**src/rtl/gpio_irq_pkg.sv**
```systemverilog
package gpio_irq_pkg;

  // Word index of each register (address bits [4:2])
  typedef enum logic [2:0] {
    SEL_OUT   = 3'd0,
    SEL_DIR   = 3'd1,
    SEL_BLINK = 3'd2,
    SEL_POL   = 3'd3,
    SEL_DIN   = 3'd4,
    SEL_CAUSE = 3'd5,
    SEL_EMASK = 3'd6,
    SEL_LMASK = 3'd7
  } regSel_e;

  // Strobes from control to datapath
  typedef struct packed {
    logic    wrOut;
    logic    wrDir;
    logic    wrBlink;
    logic    wrPol;
    logic    wrCause;
    logic    wrEdgeMask;
    logic    wrLevelMask;
    logic    blinkPhase;
    regSel_e rdSel;
  } ctlStrobes_t;

endpackage

```
**src/rtl/gpio_irq_ctrl.sv**
```systemverilog
module gpio_irq_ctrl
  import gpio_irq_pkg::*;
#(
  parameter int ADDR_W     = 5,
  parameter int BLINK_HALF = 16
) (
  input  logic              clk,
  input  logic              rstN,
  input  logic [ADDR_W-1:0] regAddr,
  input  logic              regWrite,
  output ctlStrobes_t       ctl
);

  localparam int CNT_W = (BLINK_HALF > 1) ? $clog2(BLINK_HALF) : 1;
  localparam logic [CNT_W-1:0] CNT_LAST = CNT_W'(BLINK_HALF - 1);

  logic [CNT_W-1:0] preCnt;
  logic             phase;
  logic             addrOk;
  regSel_e          sel;

  // Only aligned addresses inside the 32-byte window decode
  assign addrOk = ((regAddr >> 5) == '0) && (regAddr[1:0] == 2'b00);
  assign sel    = regSel_e'(regAddr[4:2]);

  always_comb begin
    ctl            = '0;
    ctl.rdSel      = sel;
    ctl.blinkPhase = phase;
    if (regWrite && addrOk) begin
      unique case (sel)
        SEL_OUT:   ctl.wrOut       = 1'b1;
        SEL_DIR:   ctl.wrDir       = 1'b1;
        SEL_BLINK: ctl.wrBlink     = 1'b1;
        SEL_POL:   ctl.wrPol       = 1'b1;
        SEL_DIN:   ;
        SEL_CAUSE: ctl.wrCause     = 1'b1;
        SEL_EMASK: ctl.wrEdgeMask  = 1'b1;
        SEL_LMASK: ctl.wrLevelMask = 1'b1;
        default:   ;
      endcase
    end
  end

  // Shared blink prescaler: phase flips every BLINK_HALF cycles
  always_ff @(posedge clk or negedge rstN) begin
    if (!rstN) begin
      preCnt <= '0;
      phase  <= 1'b0;
    end else if (preCnt == CNT_LAST) begin
      preCnt <= '0;
      phase  <= ~phase;
    end else begin
      preCnt <= preCnt + 1'b1;
    end
  end

endmodule

```
**src/rtl/gpio_irq_dp.sv**
```systemverilog
module gpio_irq_dp
  import gpio_irq_pkg::*;
#(
  parameter int NLINES     = 32,
  parameter int GROUP_SIZE = 8,
  localparam int NGROUPS   = NLINES / GROUP_SIZE
) (
  input  logic              clk,
  input  logic              rstN,
  input  ctlStrobes_t       ctl,
  input  logic [NLINES-1:0] wdata,
  input  logic [NLINES-1:0] padIn,
  output logic [NLINES-1:0] padOut,
  output logic [NLINES-1:0] padOe,
  output logic [NGROUPS-1:0] irqOut,
  output logic [NLINES-1:0] rdata,
  output logic [NLINES-1:0] causeQ,
  output logic [NLINES-1:0] edgeMaskQ,
  output logic [NLINES-1:0] levelMaskQ,
  output logic [NLINES-1:0] dataInQ,
  output logic [NLINES-1:0] blinkQ
);

  logic [NLINES-1:0] outQ, dirQ, polQ;
  logic [NLINES-1:0] syncA, syncB, prevIn;
  logic [NLINES-1:0] edgeEvt, causeKeep, pending;

  // Configuration registers
  always_ff @(posedge clk or negedge rstN) begin
    if (!rstN) begin
      outQ       <= '0;
      dirQ       <= '1;
      blinkQ     <= '0;
      polQ       <= '0;
      edgeMaskQ  <= '0;
      levelMaskQ <= '0;
    end else begin
      if (ctl.wrOut)       outQ       <= wdata;
      if (ctl.wrDir)       dirQ       <= wdata;
      if (ctl.wrBlink)     blinkQ     <= wdata;
      if (ctl.wrPol)       polQ       <= wdata;
      if (ctl.wrEdgeMask)  edgeMaskQ  <= wdata;
      if (ctl.wrLevelMask) levelMaskQ <= wdata;
    end
  end

  // Two-flop synchronizer and edge history
  always_ff @(posedge clk or negedge rstN) begin
    if (!rstN) begin
      syncA  <= '0;
      syncB  <= '0;
      prevIn <= '0;
    end else begin
      syncA  <= padIn;
      syncB  <= syncA;
      prevIn <= dataInQ;
    end
  end

  assign dataInQ = syncB ^ polQ;
  assign edgeEvt = dataInQ & ~prevIn;

  // Write-0-to-clear; a new event overrides a clear in the same cycle
  assign causeKeep = ctl.wrCause ? wdata : '1;

  always_ff @(posedge clk or negedge rstN) begin
    if (!rstN) causeQ <= '0;
    else       causeQ <= (causeQ & causeKeep) | edgeEvt;
  end

  assign pending = (dataInQ & levelMaskQ) | (causeQ & edgeMaskQ);

  for (genvar g = 0; g < NGROUPS; g++) begin : gGroup
    assign irqOut[g] = |pending[g*GROUP_SIZE +: GROUP_SIZE];
  end

  assign padOut = (outQ & ~blinkQ) | (blinkQ & {NLINES{ctl.blinkPhase}});
  assign padOe  = ~dirQ;

  always_comb begin
    unique case (ctl.rdSel)
      SEL_OUT:   rdata = outQ;
      SEL_DIR:   rdata = dirQ;
      SEL_BLINK: rdata = blinkQ;
      SEL_POL:   rdata = polQ;
      SEL_DIN:   rdata = dataInQ;
      SEL_CAUSE: rdata = causeQ;
      SEL_EMASK: rdata = edgeMaskQ;
      SEL_LMASK: rdata = levelMaskQ;
      default:   rdata = '0;
    endcase
  end

endmodule

```
**src/rtl/gpio_irq_bank.sv**
```systemverilog
module gpio_irq_bank
  import gpio_irq_pkg::*;
#(
  parameter int NLINES     = 32,
  parameter int GROUP_SIZE = 8,
  parameter int ADDR_W     = 5,
  parameter int BLINK_HALF = 16,
  localparam int NGROUPS   = NLINES / GROUP_SIZE
) (
  input  logic               clk,
  input  logic               rstN,
  input  logic [ADDR_W-1:0]  regAddr,
  input  logic               regWrite,
  input  logic [NLINES-1:0]  regWdata,
  output logic [NLINES-1:0]  regRdata,
  input  logic [NLINES-1:0]  padIn,
  output logic [NLINES-1:0]  padOut,
  output logic [NLINES-1:0]  padOe,
  output logic [NGROUPS-1:0] irqOut
);

  ctlStrobes_t       ctl;
  logic [NLINES-1:0] causeQ, edgeMaskQ, levelMaskQ, dataInQ, blinkQ;

  gpio_irq_ctrl #(
    .ADDR_W     (ADDR_W),
    .BLINK_HALF (BLINK_HALF)
  ) uCtrl (
    .clk      (clk),
    .rstN     (rstN),
    .regAddr  (regAddr),
    .regWrite (regWrite),
    .ctl      (ctl)
  );

  gpio_irq_dp #(
    .NLINES     (NLINES),
    .GROUP_SIZE (GROUP_SIZE)
  ) uDp (
    .clk        (clk),
    .rstN       (rstN),
    .ctl        (ctl),
    .wdata      (regWdata),
    .padIn      (padIn),
    .padOut     (padOut),
    .padOe      (padOe),
    .irqOut     (irqOut),
    .rdata      (regRdata),
    .causeQ     (causeQ),
    .edgeMaskQ  (edgeMaskQ),
    .levelMaskQ (levelMaskQ),
    .dataInQ    (dataInQ),
    .blinkQ     (blinkQ)
  );

endmodule

```
**config.mk**
```make
export PLATFORM = sky130hd
export DESIGN_NAME = gpio_irq_bank
export DESIGN_NICKNAME = d
export VERILOG_FILES = /design/src/rtl/gpio_irq_pkg.sv /design/src/rtl/gpio_irq_ctrl.sv /design/src/rtl/gpio_irq_dp.sv /design/src/rtl/gpio_irq_bank.sv
export SDC_FILE = /design/constraint.sdc
export NUM_CORES = 1
export LEC_CHECK = 0
export CAP_MARGIN = 20
export CORE_ASPECT_RATIO = 1.1
export CORE_MARGIN = 2
export CORE_UTILIZATION = 56
export DETAILED_ROUTE_END_ITERATION = 10
export GPL_TIMING_DRIVEN = 0
export PLACE_DENSITY = 0.8
export SYNTH_ARGS = -nofsm -noshare
export SYNTH_HDL_FRONTEND = slang
export SYNTH_SLANG_ARGS = --single-unit
```
**constraint.sdc**
```tcl
create_clock -name clk -period 2.26 [get_ports clk]
set_input_delay 0.452 -clock clk [delete_from_list [all_inputs] [get_ports clk]]
set_output_delay 0.452 -clock clk [all_outputs]
set_load 0.05 [all_outputs]
```
==> impl_metrics.yaml, run 1 <==
outcome:
  status: "finished, violations left"
  violations: "negative hold slack, negative setup slack"
timing:
  rsz0062_at_grt: "true"
  maxClockFrequency_mhz: 388.3
  post-route-period-util: 1.139
  layout_min_cycle_time_ns: 2.575
  relSlewSlack: 0.5015
  fin_setup_tns_ns: -2.114
  slew_viol_final: 0
  finalSetupViolations: 27
  worst_clock_skew_ns: 0.01207
  tightest_slew_ns: 0.7477
  whs_ns: -0.02535
  finalHoldViolations: 4
  setup_ws_ns: -0.3152
placed_design:
  place_congestion: 0.9187
  dp_hpwl_mm: 27.97
  placed_area_sq_um: 16980
  dp_slack_ns: -1.786
  port_buffers: 169
  place_inst: 1670
setup_path:
  cp-end-kind: "primary output"
  cp-start-kind: "flop"
  r2r_setup_slack_ns: 1.05
  required_ns: 1.81
  slowest_delay_ns: 0.40
  cp.arrival_ns: 2.12
  crit_family: "compound AO/OA/AOI/OAI gates"
  path_buf_inv: 2
  crit_chain: "xnor2_2, inv_2, a22o_1, a221oi_2, nand3_1, buf_6"
  critPathKind: "reg2out"
  cp_slowest_cell: "dfrtp_1"
  worstPathMaxFanout: 3
flow_run:
  drv_cap: 0
yosys:
  avgSynthCellArea_sq_um: 12.75
  ys.flop_type: "dfrtp_1"
  syn_inst: 1146
  async_flop_share: 1.000
  synth-seq-cells: 325
  synth-edff-count: 0
  synth_area_sq_um: 14610
  ys_types: 43
  synth_sequential_area_ratio: 0.5595
  yosysWarnings: 0
  synth_nets: 1219
hold_path:
  min_path_type: "in2async"
floorplanning:
  die_width_microns: 158.0
  dieArea_sq_um: 27390
  rows: 62
  die_h_microns: 173.4
  io_pins: 172
  initial_core_util: 0.5637
  core_region_area_sq_um: 25910
global_route:
  grt_pass1_vias: 11270
  grt_remaining_overflow: 0
  grt_usage: 0.3292
  grt_pass1_wl_mm: 67.60
  grt_start_max_net_pins: 123
  antenna_found_initial: 2
detailed_routing:
  drt-initial-drc-count: 1272
  routed_wl_mm: 47.37
  antenna_left: 0
  remaining_drc_errors: 0
  firstDrtPassIters: 8
  wl_per_cell_microns: 26.55
  drt-vias-per-instance: 6.366
  num_vias: 11360
cts:
  clkSinkCount: 325
  cts_buffers: 35
  ctsLongestPathBuffers: 3
  path_clk_slew_ns: 0.06
  cts_max_level: 2
  clk_latency_ns: 0.53
  tritoncts: "yes"
  cts-root-buf: "clkbuf_16"
  hold_buffers: 0
finish:
  fin_nets: 1478
  syn_to_final_growth_pct: 34.33
  drive_above_1_share: 0.4399
  final_cells: 1784
  fin_util: 0.7573
  final_area_sq_um: 19620
pwr:
  seqPwrFrac: 0.403
  leakagePower_nw: 8.891
  p_sw_mw: 6.184
  powerDensity_nw_per_um2: 960.9
  swShare: 0.3280
  ir_worst_vdd_v: 0.0007204
  finalPower_mw: 18.85
  internal-power_mw: 12.67
  combPwrFrac: 0.280
  clkPwrFrac: 0.317
[state kept, by name (all words and copies together), names as in the netlist]
name	flops
uDp.edgeMaskQ	32
uDp.polQ	32
uDp.blinkQ	32
uDp.syncA	32
uCtrl.phase	1
uDp.causeQ	32
uDp.dirQ	32
uDp.outQ	32
uCtrl.preCnt	4
uDp.syncB	32
uDp.levelMaskQ	32
uDp.prevIn	32
[final timing paths]
path / startpoint / end / cells past startpoint
max: uDp.polQ[27] / irqOut[3] / 6
min: rstN / uDp.syncB[12] / 2
max reg2reg: uDp.polQ[3] / uDp.causeQ[3] / 5
min reg2reg: uDp.syncA[12] / uDp.syncB[12] / 0
max in group asynchronous: rstN / uDp.syncB[22] / 3
min in group clk: uDp.syncA[12] / uDp.syncB[12] / 0
[routing by layer]
metal,part of all wire,track usage,vias to the layer above
met4,0.056,0.1449,0
met2,0.47,0.5125,788
met1,0.37,0.4485,5722
met5,0,0,-
met3,0.099,0.06875,206
li1,-,-,4641
[logic make-up after synthesis]
group / count (synthesis) / share of synthesized area
fa+ha+maj: 1 / 0.0008565
flops: 325 / 0.5595
xor+xnor: 34 / 0.02039
compound gates: 258 / 0.1190
mux: 274 / 0.2154
simple gates: 102 / 0.04069
buf+inv: 152 / 0.04411
[layout make-up]
cell class / count / area, sq um
Clock buffer: 52 / 1092
Inverter: 85 / 321.6
Antenna cell: 2 / 5.005
Multi-Input combinational cell: 669 / 6471
Timing Repair Buffer: 223 / 2270
Fill cell: 1539 / 6289
Clock inverter: 10 / 108.9
Tap cell: 352 / 440.4
Sequential cell: 325 / 8180
Buffer: 66 / 732.0
[power groups by stage]
stage / clock network [mW] / registers (mW) / logic [mW]
2_1_floorplan: 0 / 7.33 / 3.28
4_1_cts: 5.97 / 7.51 / 4.92
3_3_place_gp: 0 / 7.53 / 4.60
3_5_place_dp: 0 / 7.57 / 4.70
6_report: 5.98 / 7.59 / 5.28
5_1_grt: 6.26 / 7.67 / 5.52
[Yosys cell counts, types with 2 or more instances]
cell / count / area share
o22a_1: 25 / 0.015
nand2b_1: 9 / 0.0039
mux2_1: 5 / 0.0039
buf_6: 5 / 0.0039
a22o_1: 18 / 0.011
inv_1: 85 / 0.022
a21o_1: 3 / 0.0015
a22oi_1: 11 / 0.0057
buf_2: 26 / 0.0089
nor2b_1: 28 / 0.012
a31oi_1: 7 / 0.0030
o22ai_1: 44 / 0.019
buf_1: 4 / 0.0010
or4b_2: 2 / 0.0014
and2_1: 2 / 0.00086
a211oi_1: 12 / 0.0062
and3_1: 4 / 0.0017
a221oi_1: 12 / 0.0072
dfrtp_1: 293 / 0.50
o21ai_0: 74 / 0.025
o21a_1: 3 / 0.0015
nand3_1: 9 / 0.0031
mux2i_1: 41 / 0.028
dfstp_2: 32 / 0.058
nand2_1: 13 / 0.0033
xor2_1: 30 / 0.018
mux2_2: 198 / 0.15
clkbuf_1: 31 / 0.0080
nor2_1: 17 / 0.0044
a21oi_1: 21 / 0.0072
a2bb2oi_1: 13 / 0.0078
a32oi_1: 14 / 0.0084
nor3b_1: 13 / 0.0067
mux2_4: 30 / 0.031
xnor2_1: 4 / 0.0024
[cell usage in the layout, fill, tap and decap left out, types with 11 or more instances in the layout]
cell type,count
a22o_1,18
clkbuf_8,16
nor2_1,11
a21oi_1,19
a2bb2oi_1,12
buf_2,38
o21ai_0,67
o22a_1,11
clkbuf_16,46
dfstp_2,32
buf_6,57
xor2_1,11
buf_8,14
dlymetal6s2s_1,18
buf_4,45
mux2_2,194
o22a_2,14
mux2i_1,36
dfrtp_1,287
inv_1,82
mux2_4,34
xor2_2,18
nor2b_1,23
dlygate4sd2_1,15
o22ai_1,36
clkdlybuf4s50_1,67
[timing repair]
item	in CTS	in global routing
cloned	0	4
gates resized for setup	602	116
setup endpoints to repair	82	74
buffers inserted	24	23
endpoints found under the hold margin	0	0
pin swaps	32	46
(Power assumes the default switching activity.)
==> run 2: changes to the inputs <==
Settings changed: ABC_AREA set to 1, CELL_PAD_IN_SITES_DETAIL_PLACEMENT set to 0, CELL_PAD_IN_SITES_GLOBAL_PLACEMENT set to 1, CORE_UTILIZATION 56 to 42, PLACE_DENSITY 0.8 to unset, PLACE_DENSITY_LB_ADDON set to 0.1, TNS_END_PERCENT set to 1.
==> run 2 against run 1 <==
The flow finishes with violations (negative setup slack). Global-route usage shrank 3.4 points. Clock-buffer cell count grew 4. Flip-flop and latch count is the same. Clock skew shrank 0.0042 ns. Sequential share of layout area grew 1.6 points. Synthesized cell count grew 61%. Sequential power shrank 3.2%. Register-to-register slack gained 0.22 ns. Critical path type is now in2out. Highest routed layer unchanged.
==> impl_metrics.yaml, run 2 <==
setup_path:
  timing.rr.start: "uCtrl.preCnt[0]"
  crit_family: "buffers and inverters"
  worstPathMaxFanout: 10
  path_buf_inv: 5
  r2r_setup_slack_ns: 1.27
  cp-end-kind: "primary output"
  critPathKind: "in2out"
  slowest_delay_ns: 0.22
  cp.arrival_ns: 1.86
  crit_start: "regAddr[3]"
  cp-start-kind: "primary input"
  reg2regPathDepth: 3
  endpoint: "regRdata[22]"
  worst-path-stages: 11
  crit_chain: "buf_4, inv_2, buf_6, nand2_4, nor2_4, buf_6, nand2_1, nand2_1, nor2_1, nand3_1, buf_6"
  required_ns: 1.81
  cp_slowest_cell: "buf_6"
  crit_top_cell: "buf_6"
  reg2reg_to: "uCtrl.phase"
pwr:
  clkPwrFrac: 0.347
  internal-power_mw: 11.83
  seqPwrFrac: 0.408
  powerDensity_nw_per_um2: 953.7
  swShare: 0.3427
  p_sw_mw: 6.168
  combPwrFrac: 0.245
  leakagePower_nw: 9.212
  ir_worst_vdd_v: 0.0005408
cts:
  cts-root-buf: "clkbuf_16"
  tritoncts: "yes"
  cts_setup_buffers: 0
  clk_latency_ns: 0.54
  ctsLongestPathBuffers: 3
  cts_buffers: 37
  clkSinkCount: 325
  cts_max_level: 2
  path_clk_slew_ns: 0.06
timing:
  worst_clock_skew_ns: 0.007883
  maxClockFrequency_mhz: 433.1
  setup_ws_ns: -0.04902
  finalHoldViolations: 0
  fin_setup_tns_ns: -0.2144
  tightest_slew_ns: 0.6028
  post-route-period-util: 1.022
  slew_viol_final: 0
  layout_min_cycle_time_ns: 2.309
  finalSetupViolations: 10
  whs_ns: 0.3423
  relSlewSlack: 0.5972
  rsz0062_at_grt: "true"
yosys:
  synth_top_area_frac: 0.4837
  synth_area_sq_um: 15160
  yosys.area.top_type: "dfrtp_1"
  synth_common_cells: "nand2_1, dfrtp_1, inv_1"
  synth_area_leaders: "dfrtp_1, nand2_1, o21ai_1"
  syn_inst: 1846
  avgSynthCellArea_sq_um: 8.211
  yosysWarnings: 0
  synth-edff-count: 0
  synth_most_common_cell: "nand2_1"
  synth-seq-cells: 325
  synth_sequential_area_ratio: 0.5392
  ys.flop_type: "dfrtp_1"
  ys_types: 29
  async_flop_share: 1.000
  synth_nets: 1919
floorplanning:
  die_h_microns: 203.2
  dieArea_sq_um: 37630
  rows: 72
  core_region_area_sq_um: 35400
  initial_core_util: 0.4281
  io_pins: 172
  die_width_microns: 185.1
global_route:
  grt_pass1_vias: 13280
  grt_usage: 0.2950
  grt_start_max_net_pins: 98
  grt_remaining_overflow: 0
  grt_pass1_wl_mm: 81.56
  antenna_found_initial: 0
detailed_routing:
  firstDrtPassIters: 5
  routed_wl_mm: 55.13
  num_vias: 13650
  drt-vias-per-instance: 5.317
  wl_per_cell_microns: 21.48
  remaining_drc_errors: 0
  drt-initial-drc-count: 1335
  antenna_left: 0
placed_design:
  place_congestion: 0.9057
  place_inst: 2498
  dp_hpwl_mm: 37.05
  placed_area_sq_um: 17530
  port_buffers: 168
  dp_slack_ns: -1.098
finish:
  syn_to_final_growth_pct: 24.52
  fin_nets: 2131
  nFillCells: 3418
  final_area_sq_um: 18870
  drive_above_1_share: 0.1592
  final_common_cell: "nand2_1"
  final_cell_mix: "nand2_1, dfrtp_1, inv_1, o21ai_1, nor2_1"
  final_cells: 2567
  diodes: 0
hold_path:
  min_path_type: "reg2reg"
outcome:
  status: "finished, violations left"
  violations: "negative setup slack"
flow_run:
  drv_cap: 0
run 2: kinds of logic after synthesis:
logic type | after synthesis | share of synthesized area
and+or+nand+nor | 929 | 0.2638
AOI/OAI and AO/OA | 288 | 0.1025
DFF | 325 | 0.5392
adders and majority gates | 1 | 0.0008254
buffers and inverters | 301 | 0.09246
xor gates and xnor gates | 2 | 0.001156
run 2: metrics by stage:
stage | total power [mW] | utilization
5_1_grt | 18.81 | 0.5331
3_5_place_dp | 11.92 | 0.4951
3_3_place_gp | 11.85 | 0.4926
4_1_cts | 17.98 | 0.5287
2_1_floorplan | 10.25 | -
6_report | 18.00 | 0.5331
run 2: what timing repair did:
item | in CTS | in global routing
resized for setup | 478 | 58
hold endpoints to repair | 51 | 0
cloned | 0 | 1
hold buffers | 1 | 0
pin swaps | 0 | 1
endpoints found under the setup margin | 99 | 154
run 2: layout make-up:
class                           count  area [sq um]  area share
Tap cell                          481         601.8     0.03189
Clock buffer                       56          1120     0.05933
Buffer                            102         790.8     0.04190
Clock inverter                     11         136.4    0.007226
Inverter                          199         755.7     0.04004
Multi-Input combinational cell   1220          5657      0.2997
Sequential cell                   325          8177      0.4332
Timing Repair Buffer              173          1635     0.08665
run 2: metal layers:
| metal | routed length (microns) | vias to the layer above | track usage |
|---|---|---|---|
| li1 | - | 6376 | - |
| met4 | 2681 | 0 | 0.1372 |
| met5 | 0 | - | 0 |
| met2 | 25870 | 563 | 0.4810 |
| met1 | 22890 | 6565 | 0.3902 |
| met3 | 3696 | 146 | 0.04071 |
run 2: power groups by stage:
| stage | sequential, mW | clock [mW] | combinational [mW] |
|---|---|---|---|
| floorplan | 7.25 | 0 | 3.01 |
| global placement | 7.40 | 0 | 4.44 |
| detailed placement | 7.42 | 0 | 4.51 |
| CTS | 7.33 | 6.31 | 4.35 |
| global route | 7.46 | 6.58 | 4.78 |
| finish | 7.35 | 6.24 | 4.41 |
run 2: worst register-to-register path, cell delays in order (launching register included):
cell	delay, ns
dfrtp_1	0.40
ha_1	0.24
nand3_1	0.12
xor2_1	0.16
run 2: worst min-delay path by stage:
stage | cells past startpoint | from | end
floorplan | 0 | rstN | uCtrl.phase
global placement | 0 | uDp.syncA[30] | uDp.syncB[30]
detailed placement | 0 | uDp.syncA[2] | uDp.syncB[2]
CTS | 1 | padIn[16] | uDp.syncA[16]
global route | 1 | padIn[7] | uDp.syncA[7]
finish | 0 | uDp.syncA[13] | uDp.syncB[13]
==> run 3: changes to the inputs <==
Settings changed: PLACE_DENSITY_LB_ADDON 0.1 to 0.05.
==> run 3 against run 2 <==
The flow now finishes without violations. Routed wire length increased by 2.8%. Clock power increased by 2%. Combinational power increased by 3%. Sequential power about the same. Clock skew increased by 0.0086 ns. Largest cell class unchanged. Largest power group unchanged. Highest routed layer unchanged.
==> impl_metrics.yaml, run 3 (synthesis gave the netlist of run 2 again) <==
setup_path:
  cp-end-kind: "primary output"
  required_ns: 1.81
  cp.arrival_ns: 1.78
  critPathKind: "reg2out"
  worstPathMaxFanout: 10
  cp_slowest_cell: "dfrtp_1"
  cp-start-kind: "flop"
  slowest_delay_ns: 0.38
  crit_chain: "clkinv_4, clkbuf_8, a21oi_2, buf_4"
global_route:
  grt_pass1_wl_mm: 83.39
  grt_start_max_net_pins: 118
  grt_pass1_vias: 13530
  grt_remaining_overflow: 0
  antenna_found_initial: 0
  grt_usage: 0.3029
detailed_routing:
  antenna_left: 0
  firstDrtPassIters: 5
  drt-initial-drc-count: 1323
  num_vias: 13890
  remaining_drc_errors: 0
  routed_wl_mm: 56.69
  wl_per_cell_microns: 21.95
  drt-vias-per-instance: 5.376
cts:
  path_clk_slew_ns: 0.06
  cts_max_level: 2
  cts-root-buf: "clkbuf_16"
  ctsLongestPathBuffers: 3
  clk_latency_ns: 0.54
  tritoncts: "yes"
  clkSinkCount: 325
  cts_buffers: 38
hold_path:
  min_path_type: "in2reg"
finish:
  drive_above_1_share: 0.1775
  syn_to_final_growth_pct: 26.97
  final_cell_mix: "nand2_1, dfrtp_1, inv_1, o21ai_1, nand4_1"
  fin_nets: 2147
  final_cells: 2583
  diodes: 0
  final_common_cell: "nand2_1"
timing:
  finalHoldViolations: 0
  rsz0062_at_grt: "true"
  maxClockFrequency_mhz: 447.2
  fin_setup_tns_ns: 0
  tightest_slew_ns: 0.6273
  layout_min_cycle_time_ns: 2.236
  worst_clock_skew_ns: 0.01644
  finalSetupViolations: 0
  relSlewSlack: 0.5818
  post-route-period-util: 0.9895
  slew_viol_final: 0
pwr:
  finalPower_mw: 18.22
  p_sw_mw: 6.269
  powerDensity_nw_per_um2: 946.9
  leakagePower_nw: 9.398
  internal-power_mw: 11.95
  ir_worst_vdd_v: 0.0005143
  combPwrFrac: 0.249
  swShare: 0.3440
  clkPwrFrac: 0.348
  seqPwrFrac: 0.403
placed_design:
  dp_hpwl_mm: 37.35
  place_congestion: 0.9088
  place_inst: 2498
  port_buffers: 168
floorplanning:
  initial_core_util: 0.4281
  die_width_microns: 185.1
  dieArea_sq_um: 37630
  die_h_microns: 203.2
  rows: 72
  io_pins: 172
  core_region_area_sq_um: 35400
flow_run:
  drv_cap: 0
outcome:
  status: "finished, final reports clean"
[run 3: cell count changes in the layout (fill, tap and decap cells not counted), sizes merged]
cell,before,now
buf,140,153
clkbuf,88,95
clkdlybuf4s15,3,1
clkinvlp,1,0
dlygate4sd2,31,32
dlymetal6s2s,1,0
inv,198,197
[run 3: path summary, 6_finish.rpt]
| path | from | to | slack (ns) | cells past startpoint |
|---|---|---|---|---|
| hold reg to reg | uDp.syncA[11] | uDp.syncB[11] | 0.35 | 0 |
| setup / recovery | uCtrl.phase | padOut[22] | 0.02 | 4 |
| setup reg to reg | uCtrl.preCnt[0] | uCtrl.phase | 1.28 | 3 |
| min in group asynchronous | rstN | uDp.syncB[12] | 0.38 | 2 |
| hold / removal | padIn[22] | uDp.syncA[22] | 0.34 | 1 |
| max in group asynchronous | rstN | uDp.dirQ[27] | 0.62 | 4 |
[run 3: power groups by stage]
stage	Combinational (mW)	Sequential, mW	Clock (mW)
4_1_cts	4.31	7.33	6.42
2_1_floorplan	3.01	7.25	0
6_report	4.53	7.35	6.35
3_5_place_dp	4.50	7.42	0
3_3_place_gp	4.43	7.41	0
5_1_grt	4.92	7.45	6.65
[run 3: what timing repair did]
item	in CTS	in global routing
hold buffers	1	0
buffers inserted	0	13
endpoints found under the hold margin	33	0
setup endpoints to repair	100	51
cloned	0	3
pin swaps	0	5
gates resized for setup	480	125
[run 3: layout make-up]
class	count	area [sq um]
inverter	199	755.7
multi-input combinational	1220	5764
fill	3392	16160
timing repair buffer	188	1819
sequential	325	8175
buffer	102	860.8
clock buffer	59	1144
clock inverter	9	123.9
tap	481	601.8
[run 3: metrics by stage]
step	worst slack (ns)	hold WS, ns	instance area, sq um	util
after detailed placement	-1.102	0.3347	17530	0.4951
final	0.02380	0.3426	19240	0.5436
after floorplan	0.1255	0.1564	15160	-
after global routing	-0.02423	0.3351	19240	0.5436
after global placement	-13.88	0.3326	17440	0.4926
after CTS	-0.05949	0.3333	18710	0.5286
[run 3: per-layer routing]
layer,share of wire,wire [microns],GRT usage
met3,0.068,3830,0.04536
met1,0.40,22950,0.3901
met5,0,0,0
met4,0.051,2899,0.1488
met2,0.48,27010,0.4992
[run 3: worst max-delay path: cells and delay by family, from the launching register on]
family,cells,cell delay [ns]
DFF,1,0.38
buffers and inverters,3,0.61
AOI/OAI and AO/OA,1,0.24
